File: src/rtl/rps_pkg.sv
package rps_pkg;

  typedef enum logic [2:0] {
    ST_INIT,
    ST_TX_START,
    ST_TX_WAIT,
    ST_RX_SETUP,
    ST_RX_WAIT,
    ST_SLEEP_CMD,
    ST_SLEEP
  } seq_state_e;

  typedef struct packed {
    logic       wr;
    logic [6:0] addr;
    logic [7:0] data;
    logic       last;
  } reg_cmd_t;

  // radio register addresses decoded by the radio itself
  localparam logic [6:0] A_BUF     = 7'h00;
  localparam logic [6:0] A_MODE    = 7'h01;
  localparam logic [6:0] A_FRQ_HI  = 7'h06;
  localparam logic [6:0] A_FRQ_MD  = 7'h07;
  localparam logic [6:0] A_FRQ_LO  = 7'h08;
  localparam logic [6:0] A_PWR     = 7'h09;
  localparam logic [6:0] A_BUF_PTR = 7'h0D;
  localparam logic [6:0] A_RX_BASE = 7'h0F;
  localparam logic [6:0] A_FLAGS   = 7'h12;
  localparam logic [6:0] A_LEN     = 7'h22;
  localparam logic [6:0] A_PWR_DAC = 7'h4D;

  localparam logic [2:0] M_SLEEP   = 3'b000;
  localparam logic [2:0] M_STANDBY = 3'b001;
  localparam logic [2:0] M_TX      = 3'b011;
  localparam logic [2:0] M_RX_CONT = 3'b101;
  localparam logic [2:0] M_RX_ONE  = 3'b110;

  localparam int FLG_TXDONE = 3;
  localparam int FLG_CRCBAD = 5;
  localparam int FLG_RXDONE = 6;

  localparam logic [7:0] REQ_BYTE0  = 8'h55;
  localparam logic [7:0] REQ_BYTE1  = 8'h0F;
  localparam logic [7:0] TX_LEN     = 8'h02;
  localparam logic [7:0] RX_LEN     = 8'h06;
  localparam logic [7:0] TX_BUF_LOC = 8'h80;
  localparam logic [7:0] DAC_NORMAL = 8'h84;

  function automatic logic [7:0] mode_byte(input logic [2:0] code);
    return {5'b10000, code};
  endfunction

endpackage

File: src/rtl/rps_clock.sv
module rps_clock #(
  parameter int MS_W = 32
) (
  input  logic            clk,
  input  logic            rst_n,
  input  logic            tick,
  output logic [MS_W-1:0] now
);
  always_ff @(posedge clk) begin
    if (!rst_n)    now <= '0;
    else if (tick) now <= now + 1'b1;
  end
endmodule

File: src/rtl/rps_window.sv
module rps_window #(
  parameter int          MS_W  = 32,
  parameter int unsigned LIMIT = 100
) (
  input  logic            clk,
  input  logic            rst_n,
  input  logic [MS_W-1:0] now,
  input  logic            arm,
  output logic            expired
);
  localparam logic [MS_W-1:0] LIM = MS_W'(LIMIT);

  logic [MS_W-1:0] mark;
  logic [MS_W-1:0] elapsed;

  always_ff @(posedge clk) begin
    if (!rst_n)   mark <= '0;
    else if (arm) mark <= now;
  end

  // modular difference stays correct across counter wrap
  assign elapsed = now - mark;
  assign expired = elapsed > LIM;
endmodule

File: src/rtl/rps_script.sv
module rps_script
  import rps_pkg::*;
#(
  parameter logic [23:0] TX_FREQ = 24'hD90000,
  parameter logic [23:0] RX_FREQ = 24'hD94000
) (
  input  seq_state_e state,
  input  logic [3:0] step,
  input  logic [4:0] tx_power,
  output reg_cmd_t   cmd
);
  logic [3:0] pwr;
  assign pwr = (tx_power > 5'd15) ? 4'hF : tx_power[3:0];

  always_comb begin
    cmd = '{wr: 1'b1, addr: A_MODE, data: mode_byte(M_SLEEP), last: 1'b1};
    unique case (state)
      ST_INIT: begin
        cmd.data = (step == 4'd0) ? 8'h00 : mode_byte(M_SLEEP);
        cmd.last = (step != 4'd0);
      end
      ST_TX_START: begin
        cmd.last = (step == 4'd11);
        case (step)
          4'd0:    begin cmd.addr = A_MODE;    cmd.data = mode_byte(M_STANDBY); end
          4'd1:    begin cmd.addr = A_BUF_PTR; cmd.data = TX_BUF_LOC; end
          4'd2:    begin cmd.addr = A_BUF;     cmd.data = REQ_BYTE0; end
          4'd3:    begin cmd.addr = A_BUF;     cmd.data = REQ_BYTE1; end
          4'd4:    begin cmd.addr = A_PWR;     cmd.data = {4'h8, pwr}; end
          4'd5:    begin cmd.addr = A_PWR_DAC; cmd.data = DAC_NORMAL; end
          4'd6:    begin cmd.addr = A_FRQ_HI;  cmd.data = TX_FREQ[23:16]; end
          4'd7:    begin cmd.addr = A_FRQ_MD;  cmd.data = TX_FREQ[15:8]; end
          4'd8:    begin cmd.addr = A_FRQ_LO;  cmd.data = TX_FREQ[7:0]; end
          4'd9:    begin cmd.addr = A_FLAGS;   cmd.data = 8'hFF; end
          4'd10:   begin cmd.addr = A_LEN;     cmd.data = TX_LEN; end
          default: begin cmd.addr = A_MODE;    cmd.data = mode_byte(M_TX); end
        endcase
      end
      ST_RX_SETUP: begin
        cmd.last = (step == 4'd6);
        case (step)
          4'd0:    begin cmd.addr = A_RX_BASE; cmd.data = 8'h00; end
          4'd1:    begin cmd.addr = A_FRQ_HI;  cmd.data = RX_FREQ[23:16]; end
          4'd2:    begin cmd.addr = A_FRQ_MD;  cmd.data = RX_FREQ[15:8]; end
          4'd3:    begin cmd.addr = A_FRQ_LO;  cmd.data = RX_FREQ[7:0]; end
          4'd4:    begin cmd.addr = A_FLAGS;   cmd.data = 8'hFF; end
          4'd5:    begin cmd.addr = A_LEN;     cmd.data = RX_LEN; end
          default: begin cmd.addr = A_MODE;    cmd.data = mode_byte(M_RX_CONT); end
        endcase
      end
      ST_TX_WAIT, ST_RX_WAIT: begin
        cmd.wr   = 1'b0;
        cmd.addr = A_FLAGS;
        cmd.data = 8'h00;
      end
      default: ;
    endcase
  end
endmodule

File: src/rtl/radio_poll_seq.sv
module radio_poll_seq
  import rps_pkg::*;
#(
  parameter int          MS_W          = 32,
  parameter int unsigned TX_TIMEOUT_MS = 200,
  parameter int unsigned RX_WINDOW_MS  = 700,
  parameter int unsigned PERIOD_MS     = 1000,
  parameter logic [23:0] TX_FREQ       = 24'hD90000,
  parameter logic [23:0] RX_FREQ       = 24'hD94000
) (
  input  logic       clk,
  input  logic       rst_n,
  input  logic       ms_tick,
  input  logic [4:0] tx_power,
  output logic       cmd_valid,
  output logic       cmd_write,
  output logic [6:0] cmd_addr,
  output logic [7:0] cmd_wdata,
  input  logic       cmd_done,
  input  logic [7:0] cmd_rdata,
  output logic       evt_reply,
  output logic       evt_crc_err
);
  seq_state_e      state;
  logic [3:0]      step;
  reg_cmd_t        scr;
  logic [MS_W-1:0] now_ms;
  logic            fin, arm_tx, arm_rx;
  logic            tx_late, next_due, rx_over;

  rps_clock #(.MS_W(MS_W)) u_clock (
    .clk(clk), .rst_n(rst_n), .tick(ms_tick), .now(now_ms)
  );

  rps_script #(.TX_FREQ(TX_FREQ), .RX_FREQ(RX_FREQ)) u_script (
    .state(state), .step(step), .tx_power(tx_power), .cmd(scr)
  );

  assign fin    = cmd_valid && cmd_done;
  assign arm_tx = (fin && state == ST_INIT && scr.last) ||
                  (!cmd_valid && state == ST_SLEEP && next_due);
  assign arm_rx = fin && state == ST_RX_SETUP && scr.last;

  rps_window #(.MS_W(MS_W), .LIMIT(TX_TIMEOUT_MS)) u_tx_win (
    .clk(clk), .rst_n(rst_n), .now(now_ms), .arm(arm_tx), .expired(tx_late)
  );
  rps_window #(.MS_W(MS_W), .LIMIT(PERIOD_MS)) u_period (
    .clk(clk), .rst_n(rst_n), .now(now_ms), .arm(arm_tx), .expired(next_due)
  );
  rps_window #(.MS_W(MS_W), .LIMIT(RX_WINDOW_MS)) u_rx_win (
    .clk(clk), .rst_n(rst_n), .now(now_ms), .arm(arm_rx), .expired(rx_over)
  );

  always_ff @(posedge clk) begin
    if (!rst_n) begin
      state       <= ST_INIT;
      step        <= '0;
      cmd_valid   <= 1'b0;
      cmd_write   <= 1'b0;
      cmd_addr    <= '0;
      cmd_wdata   <= '0;
      evt_reply   <= 1'b0;
      evt_crc_err <= 1'b0;
    end else begin
      evt_reply   <= 1'b0;
      evt_crc_err <= 1'b0;
      if (!cmd_valid) begin
        if (state == ST_SLEEP) begin
          if (next_due) begin
            state <= ST_TX_START;
            step  <= '0;
          end
        end else begin
          cmd_valid <= 1'b1;
          cmd_write <= scr.wr;
          cmd_addr  <= scr.addr;
          cmd_wdata <= scr.data;
        end
      end else if (cmd_done) begin
        cmd_valid <= 1'b0;
        unique case (state)
          ST_INIT, ST_TX_START, ST_RX_SETUP, ST_SLEEP_CMD: begin
            if (scr.last) begin
              step <= '0;
              case (state)
                ST_INIT:     state <= ST_TX_START;
                ST_TX_START: state <= ST_TX_WAIT;
                ST_RX_SETUP: state <= ST_RX_WAIT;
                default:     state <= ST_SLEEP;
              endcase
            end else begin
              step <= step + 4'd1;
            end
          end
          ST_TX_WAIT: begin
            if (cmd_rdata[FLG_TXDONE]) begin
              state <= ST_RX_SETUP;
              step  <= '0;
            end else if (tx_late) begin
              state <= ST_SLEEP_CMD;
            end
          end
          ST_RX_WAIT: begin
            if (cmd_rdata[FLG_RXDONE]) begin
              if (cmd_rdata[FLG_CRCBAD]) evt_crc_err <= 1'b1;
              else                       evt_reply   <= 1'b1;
              state <= ST_SLEEP_CMD;
            end else if (rx_over) begin
              state <= ST_SLEEP_CMD;
            end
          end
          default: ;
        endcase
      end
    end
  end
endmodule

File: config.mk
export PLATFORM = sky130hd
export DESIGN_NAME = radio_poll_seq
export DESIGN_NICKNAME = d
export VERILOG_FILES = /design/src/rtl/rps_pkg.sv /design/src/rtl/rps_clock.sv /design/src/rtl/rps_window.sv /design/src/rtl/rps_script.sv /design/src/rtl/radio_poll_seq.sv
export SDC_FILE = /design/constraint.sdc
export NUM_CORES = 1
export LEC_CHECK = 0
export ABC_AREA = 1
export CAP_MARGIN = 10
export CORE_MARGIN = 2
export CORE_UTILIZATION = 35
export DETAILED_ROUTE_END_ITERATION = 12
export SKIP_CTS_REPAIR_TIMING = 1
export SYNTH_ARGS = -nofsm -noshare
export SYNTH_HDL_FRONTEND = slang
export SYNTH_SLANG_ARGS = --single-unit
export TNS_END_PERCENT = 1
File: constraint.sdc
create_clock -name clk -period 4.3 [get_ports clk]
set_input_delay 0.645 -clock clk [delete_from_list [all_inputs] [get_ports clk]]
set_output_delay 0.645 -clock clk [all_outputs]
set_load 0.05 [all_outputs]
==> results.py <==
metrics = {
    "synthesis": {
        "synth_commonest_cells": "nand2_1, inv_1, nor2_1",
        "async_reset_ff_frac": 0,
        "yosys.area.top_type_share": 0.237,
        "synth_edf_count": 0,
        "syn_area_per_cell_um2": 5.82,
        "yosys_warnings": 0,
        "yosysMostFrequentCell": "nand2_1",
        "synthCells": 1768,
        "ys_types": 41,
        "ys_seq_area_frac": 0.237,
        "synth_largest_area_cell": "dfxtp_1",
        "synth_ff_type": "dfxtp_1",
        "synth_nets": 1854,
        "syn_area_mm2": 0.0103,
        "synthTopCellsByArea": "dfxtp_1, nand2_1, inv_1",
        "synth_seq_cells": 122,
    },
    "worst_setup_path": {
        "crit_top_cell": "nand2_1",
        "cp.arrival_ns": 3.75,
        "start_kind": "register",
        "crit_type": "reg2reg",
        "cp_max_fo": 58,
        "crit_required_ns": 4.57,
        "end_kind": "register",
        "max_stage_delay_ns": 0.42,
        "path_cells": "inv_1 > ha_1 > inv_1 > fa_1 > nand3_1 > nand3_2 > nand2_1 > nand2_1 > nand2_1 > nand2_1 > nand2_1 > nand2_1 > nor2_1 > nand2_1 > nor2_1 > nand2_1 > nor2_2 > nand2_2 > nand2_4 > nand2_4 > o21ai_0 > a21oi_1",
        "cp_slowest_cell": "fa_1",
    },
    "placed_design": {
        "port_buffers": 30,
        "hpwl_mm": 24.1,
        "dp.cells": 2158,
        "post_dp_cell_area_mm2": 0.0110,
        "place_ws_ns": 0.821,
        "gp_congestion": 0.881,
    },
    "power_and_ir_drop": {
        "p_clk_frac": 0.395,
        "ir_drop_v": 0.000240,
        "netSwitchingPower_mw": 1.34,
        "comb_power_share": 0.284,
        "power_density_mw_per_mm2": 323,
        "finalPower_mw": 3.74,
        "p_sw_frac": 0.360,
        "p_leak_nw": 5.87,
        "internal_power_mw": 2.39,
        "seqPwrFrac": 0.321,
    },
    "sta": {
        "rsz0062_at_grt": "false",
        "maxSlewHeadroom": 0.529,
        "fmax_mhz": 288,
        "period_minus_slack_ns": 3.47,
        "setup_violations": 0,
        "timing.final.crit_share": 0.808,
        "worstMarginPinSlew_ns": 0.701,
        "tns_ns": 0,
        "setup_slack_ns": 0.825,
        "hold_violations": 0,
        "clock_skew_ns": 0.0133,
        "slew_viol_final": 0,
    },
    "clock_network": {
        "clock-sinks": 122,
        "tritoncts": "done",
        "clkLatencyLatePin_ns": 0.42,
        "cts_buffers": 17,
        "cts.path.max_buffers": 2,
        "cts_root_buf": "clkbuf_16",
        "ctsHtreeMaxLevel": 4,
        "clkTransAtPathRegs_ns": 0.06,
    },
    "global_routing": {
        "grt_use_total": 0.193,
        "grt_pass1_wl_mm": 49.1,
        "grt_remaining_overflow": 0,
        "grt_max_degree": 70,
        "antenna_found_initial": 0,
        "grt_pass1_vias": 9869,
    },
    "route": {
        "detail_route.iter0.violations": 723,
        "route.detailed.drc": 0,
        "vias": 10700,
        "routed_wl_mm": 29.5,
        "antenna_left": 0,
        "dr.pass1.iters": 7,
        "viasPerCell": 4.90,
        "post_drt_wl_per_cell_um": 13.5,
    },
    "floorplan": {
        "dieHeight_um": 175,
        "dieArea_mm2": 0.0308,
        "num_io_pins": 36,
        "start_util": 0.356,
        "die_w_um": 175,
        "rows": 62,
        "coreArea_mm2": 0.0289,
    },
    "layout": {
        "fin_cells": 2190,
        "diodes": 0,
        "final_nets": 1879,
        "drive_gt1_frac": 0.0382,
        "area_growth_pct": 12.5,
        "fill_cells": 3210,
        "fin_area_mm2": 0.0116,
    },
    "status": {
        "status": "complete, no violations",
    },
    "min_path": {
        "min_path_type": "reg2reg",
    },
    "job": {
        "max_cap_viol_count": 0,
    },
}
-- layout make-up --
cell class	count	area [µm²]	share of cell area
multi-input combinational	1287	6480	0.560
clock inverter	15	176	0.0152
clock buffer	17	425	0.0368
tap	384	480	0.0415
inverter	330	1240	0.107
timing repair buffer	35	333	0.0288
sequential	122	2440	0.211
-- through the flow --
step	hold WS [ns]	util
2_1_floorplan	0.443	-
3_3_place_gp	0.456	0.380
3_5_place_dp	0.459	0.380
4_1_cts	0.470	0.401
5_1_grt	0.495	0.401
6_report	0.467	0.401
-- worst max-delay path, delay by kind of cell (launching register included) --
family                   cells  cell delay [ns]
adder cells (fa/ha/maj)      2             0.60
buffers and inverters        2             0.25
AO/OA/AOI/OAI                2             0.34
flip-flops                   1             0.32
AND/OR/NAND/NOR             16             1.78
-- worst paths after layout --
| check | start | to | slack (ns) | depth (start not counted) |
|---|---|---|---|---|
| worst max register to register | u_clock.now[0] | u_tx_win.mark[6] | 0.83 | 22 |
| worst max-delay path | u_clock.now[0] | u_tx_win.mark[6] | 0.83 | 22 |
| worst min-delay path | cmd_addr[3] | cmd_addr[3] | 0.47 | 2 |
| worst min register to register | cmd_addr[3] | cmd_addr[3] | 0.47 | 2 |
-- logic make-up after synthesis --
family	Yosys count	synth area share
AND/OR/NAND/NOR	902	0.371
buffers and inverters	359	0.134
AO/OA/AOI/OAI	286	0.147
flip-flops	122	0.237
adder cells (fa/ha/maj)	69	0.0854
XOR/XNOR	30	0.0255
-- cell usage in the layout, fill, tap and decap left out, drive strengths merged, types with 2 or more instances in the layout --
cell type and count:
bufinv 2, and2 6, inv 338, dfxtp 122
ha 67, nor3 32, o211ai 2, nor2 205
nand3b 8, xor2 18, nand4 27, o22ai 2
nand3 90, clkinv 5, a21oi 147, o21ai 105
fa 2, clkbuf 17, a31oi 4, nor4 16
o21a 5, xnor2 12, nor3b 3, clkdlybuf4s50 29
or4 2, buf 6, o21bai 9, nand2 512
a211oi 8, a41oi 2
-- power by group through the flow --
stage	logic, mW	registers, mW	clock network (mW)
CTS	1.05	1.20	1.49
global route	1.21	1.21	1.56
detailed placement	1.04	1.22	0
global placement	1.04	1.22	0
finish	1.06	1.20	1.47
floorplan	0.774	1.24	0
-- state kept, by name, summed over array words and instances (netlist names) --
register       cells
u_clock.now       32
cmd_write          1
cmd_addr           7
evt_reply          1
state              3
u_rx_win.mark     32
cmd_wdata          8
step               4
cmd_valid          1
evt_crc_err        1
u_tx_win.mark     32
-- metal layers --
layer,part of all wire,vias up,track usage,routed length (µm)
li1,-,5665,-,-
met1,0.49,4817,0.262,14400
met2,0.46,217,0.326,13500
met3,0.040,36,0.0305,1180
met4,0.013,0,0.0368,397
met5,0,-,0,0
Note: power is estimated with default switching activity, not from simulation.
